[src/rtl/hl_clkdiv_pkg.sv]
package hl_clkdiv_pkg;

    // Phase machine states; ST_HIGH is the only state with bit 0 set,
    // so the phase output decodes from a single flop.
    typedef enum logic [1:0] {
        ST_BYPASS = 2'b00,
        ST_HIGH   = 2'b01,
        ST_LOW    = 2'b10
    } phase_e;

endpackage

[src/rtl/hl_word_decode.sv]
module hl_word_decode #(
    parameter int WORD_W = 32,
    parameter int CNT_W  = 6
) (
    input  logic [WORD_W-1:0] ctrl_word,
    output logic [CNT_W-1:0]  w_hi,
    output logic [CNT_W-1:0]  w_lo,
    output logic              w_byp,
    output logic              w_err,
    output logic              w_hold
);
    localparam int LO_LSB  = 0;
    localparam int HI_LSB  = CNT_W;
    localparam int ODD_BIT = 2 * CNT_W;
    localparam int BYP_BIT = ODD_BIT + 1;
    localparam int HLD_BIT = ODD_BIT + 2;

    logic byp_flag;
    logic zero_cnt;

    always_comb begin
        w_lo     = ctrl_word[LO_LSB +: CNT_W];
        w_hi     = ctrl_word[HI_LSB +: CNT_W];
        byp_flag = ctrl_word[BYP_BIT];
        w_hold   = ctrl_word[HLD_BIT];
        // The odd-ratio marker at ODD_BIT is informational only.
        zero_cnt = (w_lo == '0) || (w_hi == '0);
        w_err    = !byp_flag && zero_cnt;
        w_byp    = byp_flag || zero_cnt;
    end

endmodule

[src/rtl/hl_phase_fsm.sv]
module hl_phase_fsm
    import hl_clkdiv_pkg::*;
#(
    parameter int CNT_W = 6
) (
    input  logic             clk_in,
    input  logic             rst_n,
    input  logic [CNT_W-1:0] w_hi,
    input  logic [CNT_W-1:0] w_lo,
    input  logic             w_byp,
    input  logic             w_err,
    input  logic             w_hold,
    output phase_e           state,
    output logic [CNT_W-1:0] cnt,
    output logic [CNT_W-1:0] act_hi,
    output logic [CNT_W-1:0] act_lo,
    output logic             act_byp,
    output logic             act_err,
    output logic             reload,
    output logic             phase_hi,
    output logic             byp_sel
);
    localparam logic [CNT_W-1:0] ONE = CNT_W'(1);

    phase_e           nxt;
    logic [CNT_W-1:0] cnt_nxt;
    logic             load_cfg;
    logic             hi_last;
    logic             lo_last;

    always_comb begin
        hi_last  = (cnt == act_hi - ONE);
        lo_last  = (cnt == act_lo - ONE);
        reload   = (state == ST_BYPASS) || ((state == ST_LOW) && lo_last);
        load_cfg = reload && !w_hold;
    end

    // Next-state logic
    always_comb begin
        nxt     = state;
        cnt_nxt = cnt + ONE;
        unique case (state)
            ST_BYPASS, ST_LOW: begin
                if (reload) begin
                    cnt_nxt = '0;
                    if (load_cfg) begin
                        nxt = w_byp ? ST_BYPASS : ST_HIGH;
                    end else begin
                        nxt = act_byp ? ST_BYPASS : ST_HIGH;
                    end
                end
            end
            ST_HIGH: begin
                if (hi_last) begin
                    nxt     = ST_LOW;
                    cnt_nxt = '0;
                end
            end
            default: begin
                nxt     = ST_BYPASS;
                cnt_nxt = '0;
            end
        endcase
    end

    // State register
    always_ff @(posedge clk_in or negedge rst_n) begin
        if (!rst_n) begin
            state <= ST_BYPASS;
            cnt   <= '0;
        end else begin
            state <= nxt;
            cnt   <= cnt_nxt;
        end
    end

    // Configuration in force, replaced only at a boundary
    always_ff @(posedge clk_in or negedge rst_n) begin
        if (!rst_n) begin
            act_hi  <= '0;
            act_lo  <= '0;
            act_byp <= 1'b1;
            act_err <= 1'b0;
        end else if (load_cfg) begin
            act_hi  <= w_hi;
            act_lo  <= w_lo;
            act_byp <= w_byp;
            act_err <= w_err;
        end
    end

    // Outputs decoded from the state register
    always_comb begin
        phase_hi = (state == ST_HIGH);
        byp_sel  = (state == ST_BYPASS);
    end

endmodule

[src/rtl/hl_clk_out.sv]
module hl_clk_out (
    input  logic clk_in,
    input  logic rst_n,
    input  logic phase_hi,
    input  logic byp_sel,
    output logic clk_out
);
    logic out_en;

    always_ff @(posedge clk_in or negedge rst_n) begin
        if (!rst_n) begin
            out_en <= 1'b0;
        end else begin
            out_en <= 1'b1;
        end
    end

    // Selection changes only just after a rising input edge, while the
    // input is high, so neither path change produces a short pulse.
    always_comb begin
        clk_out = out_en && (byp_sel ? clk_in : phase_hi);
    end

endmodule

[src/rtl/hl_ratio_report.sv]
module hl_ratio_report #(
    parameter int CNT_W = 6,
    localparam int RW   = CNT_W + 1
) (
    input  logic [CNT_W-1:0] act_hi,
    input  logic [CNT_W-1:0] act_lo,
    input  logic             act_byp,
    input  logic             act_err,
    output logic [RW-1:0]    ratio_out,
    output logic             cfg_err
);
    always_comb begin
        if (act_byp) begin
            ratio_out = RW'(1);
        end else begin
            ratio_out = {1'b0, act_hi} + {1'b0, act_lo};
        end
        cfg_err = act_err;
    end

endmodule

[src/rtl/hl_clkdiv.sv]
module hl_clkdiv
    import hl_clkdiv_pkg::*;
#(
    parameter int WORD_W = 32,
    parameter int CNT_W  = 6,
    localparam int RW    = CNT_W + 1
) (
    input  logic              clk_in,
    input  logic              rst_n,
    input  logic [WORD_W-1:0] ctrl_word,
    output logic              clk_out,
    output logic [RW-1:0]     ratio_out,
    output logic              cfg_err
);
    logic [CNT_W-1:0] w_hi;
    logic [CNT_W-1:0] w_lo;
    logic             w_byp;
    logic             w_err;
    logic             w_hold;
    phase_e           state;
    logic [CNT_W-1:0] cnt;
    logic [CNT_W-1:0] act_hi;
    logic [CNT_W-1:0] act_lo;
    logic             act_byp;
    logic             act_err;
    logic             reload;
    logic             phase_hi;
    logic             byp_sel;

    hl_word_decode #(.WORD_W(WORD_W), .CNT_W(CNT_W)) u_decode (
        .ctrl_word (ctrl_word),
        .w_hi      (w_hi),
        .w_lo      (w_lo),
        .w_byp     (w_byp),
        .w_err     (w_err),
        .w_hold    (w_hold)
    );

    hl_phase_fsm #(.CNT_W(CNT_W)) u_fsm (
        .clk_in   (clk_in),
        .rst_n    (rst_n),
        .w_hi     (w_hi),
        .w_lo     (w_lo),
        .w_byp    (w_byp),
        .w_err    (w_err),
        .w_hold   (w_hold),
        .state    (state),
        .cnt      (cnt),
        .act_hi   (act_hi),
        .act_lo   (act_lo),
        .act_byp  (act_byp),
        .act_err  (act_err),
        .reload   (reload),
        .phase_hi (phase_hi),
        .byp_sel  (byp_sel)
    );

    hl_clk_out u_out (
        .clk_in   (clk_in),
        .rst_n    (rst_n),
        .phase_hi (phase_hi),
        .byp_sel  (byp_sel),
        .clk_out  (clk_out)
    );

    hl_ratio_report #(.CNT_W(CNT_W)) u_ratio (
        .act_hi    (act_hi),
        .act_lo    (act_lo),
        .act_byp   (act_byp),
        .act_err   (act_err),
        .ratio_out (ratio_out),
        .cfg_err   (cfg_err)
    );

endmodule

[config.mk]
export PLATFORM = sky130hd
export DESIGN_NAME = hl_clkdiv
export DESIGN_NICKNAME = d
export VERILOG_FILES = /design/src/rtl/hl_clkdiv_pkg.sv /design/src/rtl/hl_word_decode.sv /design/src/rtl/hl_phase_fsm.sv /design/src/rtl/hl_clk_out.sv /design/src/rtl/hl_ratio_report.sv /design/src/rtl/hl_clkdiv.sv
export SDC_FILE = /design/constraint.sdc
export NUM_CORES = 1
export LEC_CHECK = 0
export ABC_CLOCK_PERIOD_IN_PS = 3100
export BUFFER_PORTS_ARGS = -buffer_cell sky130_fd_sc_hd__buf_2
export CAP_MARGIN = 20
export CORE_MARGIN = 2
export CORE_UTILIZATION = 40
export DETAILED_ROUTE_END_ITERATION = 16
export SLEW_MARGIN = 30
export SYNTH_ARGS = -nofsm -noshare
export SYNTH_HDL_FRONTEND = slang
export SYNTH_SLANG_ARGS = --single-unit
[constraint.sdc]
create_clock -name clk_in -period 3.1 [get_ports clk_in]
set_input_delay 0.62 -clock clk_in [delete_from_list [all_inputs] [get_ports clk_in]]
set_output_delay 0.62 -clock clk_in [all_outputs]
set_load 0.005 [all_outputs]
==> impl_metrics.yaml, run 1 <==
outcome:
  outcome: "complete, no violations"
detailed_routing:
  drc: 0
  routed_wl_mm: 3.36
  vias: 1186
  drt-wirelength-per-cell_um: 14.8
  drtPass1Iterations: 4
  vias_per_cell: 5.22
  ant_nets: 0
  drtIter0Drc: 39
grt:
  grt_pass1_wl_mm: 5.37
  overflow: 0
  grt_util_all_layers: 0.162
  antenna_found_initial: 0
  grt_max_degree: 24
  grt_pass1_vias: 1175
synth:
  synthMostInstantiatedCell: "dfrtp_1"
  ys_top_cells_by_count: "dfrtp_1 (22), nor2_1 (11), xor2_1 (11), a21oi_1 (10), xnor2_1 (10)"
  netlist_instances: 150
  ys_async_sr_fraction: 1.00
  synth.area.top_cells: "dfrtp_1 (34%), mux2_4 (8.4%), ha_1 (7.0%)"
  synth-main-ff-cell: "dfrtp_1"
  yosysUniqueCellTypes: 40
  yosys.area.top_type: "dfrtp_1"
  syn_avg_cell_area_um2: 10.7
  synth_warnings: 0
  synth.top_cell.area_share: 0.343
  yosysSeqAreaShare: 0.359
  ys_seq_elements: 23
  syn_area_mm2: 0.00161
  syn_nets: 194
  synth_edf_count: 0
clocking:
  post_cts_resized: 0
  postCtsSetupBuffers: 0
  cts_tree: "built"
  clock_latency_ns: 0.38
  cts.clk_slew.worst_paths_ns: 0.08
  hold_buffers: 0
pwr:
  p_seq_frac: 0.309
  p_comb_frac: 0.548
  p_int_uw: 1240
  power.total_uw: 2110
  static-leakage-power_uw: 0.000892
  p_sw_frac: 0.414
  vdd_drop_max_uv: 463
  power.share.clock: 0.143
  p_sw_uw: 872
  powerDensity_mw_per_mm2: 1140
worst_setup_path:
  crit_path_cell_trace: "ha_1 > fa_1 > a21o_1 > a21oi_1 > o21bai_1 > a21oi_1 > nor2_1 > buf_2"
  start_kind: "flop"
  path_class: "reg2out"
  required_ns: 2.48
  critical_path_arrival_ns: 2.30
  ff2ff_path_depth: 7
  critPathSlowestCell: "dfrtp_1"
  crit_path_end_kind: "output pin"
  path_common_cell: "a21oi_1"
  rr_startpoint: "u_fsm.act_lo[1]"
  reg2reg_slack_ns: 0.53
  slowest_delay_ns: 0.45
  r2r-end: "u_fsm.act_hi[2]"
  crit_fanout: 5
place:
  gp_congestion: 0.796
  dp_hpwl_mm: 2.58
  place_ws_ns: 0.556
  port_buffers: 24
  placed_cells: 220
cells_and_area:
  antenna_cells: 0
  n_fill_cell: 361
  nets: 222
  area_growth_pct: 14.8
  multi_input_area_um2: 967
  drive_above_1_share: 0.288
  seqCellArea_um2: 577
  finalNonFillerCells: 227
min_path:
  min_path_type: "in2async"
sta:
  slew_violations: 0
  worst_slack_ns: 0.185
  worstMarginPinSlew_ns: 0.644
  period_share: 0.940
  clock_skew_ns: 0.00153
  layout_min_cycle_time_ns: 2.92
  relSlewSlack: 0.571
  hold_violations: 0
  setup_tns_ns: 0
  hold_ws_ns: 0.206
  setup_violations: 0
  fmax_mhz: 343
  rsz0062_at_grt: "false"
job:
  cap_violations: 0
die:
  core-area_mm2: 0.00394
  die_h_um: 67.4
  die_w_um: 67.4
  initial_core_util: 0.407
  die_area_mm2: 0.00454
  pin_count: 43
  row_count: 23
layer usage:
metal  track usage  part of all wire  vias to the layer above
met2         0.252              0.48                       22
met1         0.209              0.47                      577
met4        0.0587            0.0089                        0
met3        0.0533             0.041                        5
met5             0                 0                        -
li1              -                 -                      582
placed cells by master (no fill, tap or decap), types with 2 or more instances in the layout:
cell type,count
buf_2,24
dfrtp_1,22
xor2_1,11
nor2_1,11
xnor2_1,10
a21oi_1,10
mux2_4,9
ha_1,9
inv_1,8
nor2b_1,6
clkbuf_8,6
mux2_2,5
nor3_1,4
o21ai_0,3
nand2_1,3
nand3_1,3
and3_1,2
or3_1,2
a211o_1,2
a31oi_4,2
a21o_1,2
o21bai_1,2
nor4_1,2
mux2i_1,2
final cells by class:
class,instances,area share
clock buffer,8,0.0496
sequential,23,0.313
timing repair buffer,23,0.0625
tap,50,0.0339
inverter,8,0.0163
multi-input combinational,115,0.525
power groups by stage:
stage / clock network, uW / registers (uW) / logic, uW
floorplan: 6.03 / 559 / 969
global placement: 10.3 / 652 / 1110
detailed placement: 10.3 / 659 / 1160
CTS: 310 / 653 / 1170
global route: 324 / 680 / 1280
finish: 301 / 652 / 1160
sequential cells by signal, summed over array words and instances, names as in the netlist:
| register | flops |
|---|---|
| u_fsm.cnt | 6 |
| u_fsm.act_hi | 6 |
| u_fsm.act_byp | 1 |
| u_out.out_en | 1 |
| u_fsm.act_err | 1 |
| u_fsm.state | 2 |
| u_fsm.act_lo | 6 |
worst max-delay path: cells and delay by family, from the launching register on:
family                   cells  cell delay (ns)
adder cells (fa/ha/maj)      2             0.66
flip-flops                   1             0.45
buffers and inverters        1             0.12
AND/OR/NAND/NOR              1             0.05
AO/OA/AOI/OAI                4             0.63
logic make-up after synthesis:
group,synth area share
mux,0.132
simple gates,0.130
other cells,0.00234
flops,0.359
xor+xnor,0.115
fa+ha+maj,0.0826
buf+inv,0.0382
compound gates,0.141
how the worst max path moves through the flow:
stage,slack [ns],start,end
floorplan,0.73,clk_in,clk_out
global placement,0.63,u_fsm.act_hi[0],ratio_out[6]
detailed placement,0.56,u_fsm.act_lo[1],u_fsm.act_lo[0]
CTS,0.17,u_fsm.act_hi[0],ratio_out[6]
global route,0.07,u_fsm.act_hi[0],ratio_out[6]
finish,0.18,u_fsm.act_hi[0],ratio_out[6]
per-stage QoR:
stage / cell area [um2] / utilization
3_5_place_dp: 1760 / 0.446
4_1_cts: 1840 / 0.467
3_3_place_gp: 1760 / 0.446
5_1_grt: 1840 / 0.467
6_report: 1840 / 0.467
2_1_floorplan: 1610 / -
No activity file was read; power rests on OpenSTA's default activity.
==> inputs of run 2 (changes only) <==
Settings changed: RECOVER_POWER set to 100.
==> impl_metrics.yaml, run 2 (synthesis gave the netlist of run 1 again) <==
clocking:
  post_cts_resized: 0
  cts.clk_slew.worst_paths_ns: 0.08
  postCtsSetupBuffers: 0
  cts_tree: "built"
  clock_latency_ns: 0.37
  hold_buffers: 0
detailed_routing:
  vias: 1185
  drt-wirelength-per-cell_um: 14.9
  ant_nets: 0
  drtIter0Drc: 23
  vias_per_cell: 5.22
  routed_wl_mm: 3.37
  drtPass1Iterations: 4
  drc: 0
pwr:
  powerDensity_mw_per_mm2: 1110
  power.share.clock: 0.145
  vdd_drop_max_uv: 455
  p_sw_frac: 0.427
  static-leakage-power_uw: 0.000821
  p_sw_uw: 841
  p_seq_frac: 0.330
  p_comb_frac: 0.525
  p_int_uw: 1130
place:
  dp_hpwl_mm: 2.58
  gp_congestion: 0.796
  port_buffers: 24
worst_setup_path:
  ff2ff_path_depth: 5
  cp.buffers_inverters: 1
  cp-endpoint: "ratio_out[6]"
  crit_family: "adder cells"
  path_common_cell: "a21oi_1"
  critical_path_arrival_ns: 2.27
  critPathSlowestCell: "dfrtp_1"
  startpoint: "u_fsm.act_hi[0]"
  r2r-end: "u_fsm.act_hi[2]"
  slowest_delay_ns: 0.44
  path_class: "reg2out"
  required_ns: 2.48
  reg2reg_slack_ns: 0.35
  crit_path_end_kind: "output pin"
  rr_startpoint: "u_fsm.act_lo[2]"
  path_depth: 8
  crit_fanout: 5
  start_kind: "flop"
  crit_path_cell_trace: "ha_1 > fa_1 > a21o_1 > a21oi_1 > o21bai_1 > a21oi_1 > nor2_1 > clkbuf_1"
outcome:
  outcome: "complete, no violations"
grt:
  grt_pass1_vias: 1175
  grt_max_degree: 24
  grt_util_all_layers: 0.162
  overflow: 0
  grt_pass1_wl_mm: 5.37
  antenna_found_initial: 0
die:
  die_area_mm2: 0.00454
  core-area_mm2: 0.00394
  die_w_um: 67.4
  pin_count: 43
  die_h_um: 67.4
  row_count: 23
  initial_core_util: 0.407
sta:
  period_share: 0.933
  fmax_mhz: 346
  relSlewSlack: 0.167
  clock_skew_ns: 0.00243
  hold_violations: 0
  layout_min_cycle_time_ns: 2.89
  rsz0062_at_grt: "false"
  hold_ws_ns: 0.475
  slew_violations: 0
  worstMarginPinSlew_ns: 1.25
  setup_tns_ns: 0
  setup_violations: 0
cells_and_area:
  top_regs: "u_fsm.act_hi: 6 flops, u_fsm.act_lo: 6 flops, u_fsm.cnt: 6 flops"
  final_common_cell: "dfrtp_1"
  area_growth_pct: 10.2
  seqCellArea_um2: 577
  nets: 222
  antenna_cells: 0
  drive_above_1_share: 0.181
  multi_input_area_um2: 906
  layout_common_cells: "dfrtp_1 (22), buf_2 (17), xor2_1 (11), nor2_1 (11)"
  n_fill_cell: 372
min_path:
  min_path_type: "in2reg"
job:
  cap_violations: 0
-- run 2: cell types whose count changed in the layout (fill, tap and decap cells not counted), sizes merged --
| cell | before | now |
|---|---|---|
| clkbuf | 7 | 13 |
| buf | 24 | 17 |
| clkdlybuf4s25 | 0 | 1 |
-- run 2: power by group through the flow --
stage          registers (uW)  logic, uW  clock network (uW)
2_1_floorplan             559        969                6.03
3_3_place_gp              652       1110                10.3
3_5_place_dp              659       1160                10.3
4_1_cts                   653       1170                 310
5_1_grt                   677       1160                 312
6_report                  650       1030                 285
-- run 2: metrics by stage --
step / power, uW / cells / utilization / setup WS (ns) / cell area [um2]
final: 1970 / 227 / 0.449 / 0.206 / 1770
after global routing: 2150 / 227 / 0.449 / 0.0891 / 1770
after CTS: 2130 / 227 / 0.467 / 0.168 / 1840
after detailed placement: 1830 / 220 / 0.446 / 0.556 / 1760
after global placement: 1770 / 220 / 0.446 / 0.630 / 1760
after floorplan: 1530 / 150 / - / 0.733 / 1610
-- run 2: worst min path at each step --
stage                   from              end  depth (start not counted)
2_1_floorplan          rst_n    u_fsm.act_err                          0
5_1_grt         ctrl_word[2]  u_fsm.act_lo[2]                          2
3_5_place_dp   u_fsm.act_err    u_fsm.act_err                          1
6_report        ctrl_word[5]  u_fsm.act_lo[5]                          2
3_3_place_gp   u_fsm.act_err    u_fsm.act_err                          1
4_1_cts                rst_n   u_fsm.state[0]                          1
-- run 2: final cells by class --
| class | count | share of cell area |
|---|---|---|
| inverter | 8 | 0.0170 |
| tap | 50 | 0.0354 |
| sequential | 23 | 0.326 |
| timing repair buffer | 23 | 0.0601 |
| clock buffer | 8 | 0.0495 |
| multi-input combinational | 115 | 0.512 |
-- run 2: per-layer routing --
layer,vias up,global-route usage,share of wire,wire (um)
met5,-,0,0,0
met4,0,0.0587,0.0056,19
met3,3,0.0533,0.036,120
met2,22,0.252,0.47,1590
met1,579,0.209,0.49,1650
li1,581,-,-,-
-- run 2: worst reg2reg max path, cell delays in order (launching register included) --
cell	delay (ns)
dfrtp_1	0.47
or4_1	0.56
nor3_1	0.14
and4bb_1	0.29
a31oi_2	0.75
mux2_2	0.42
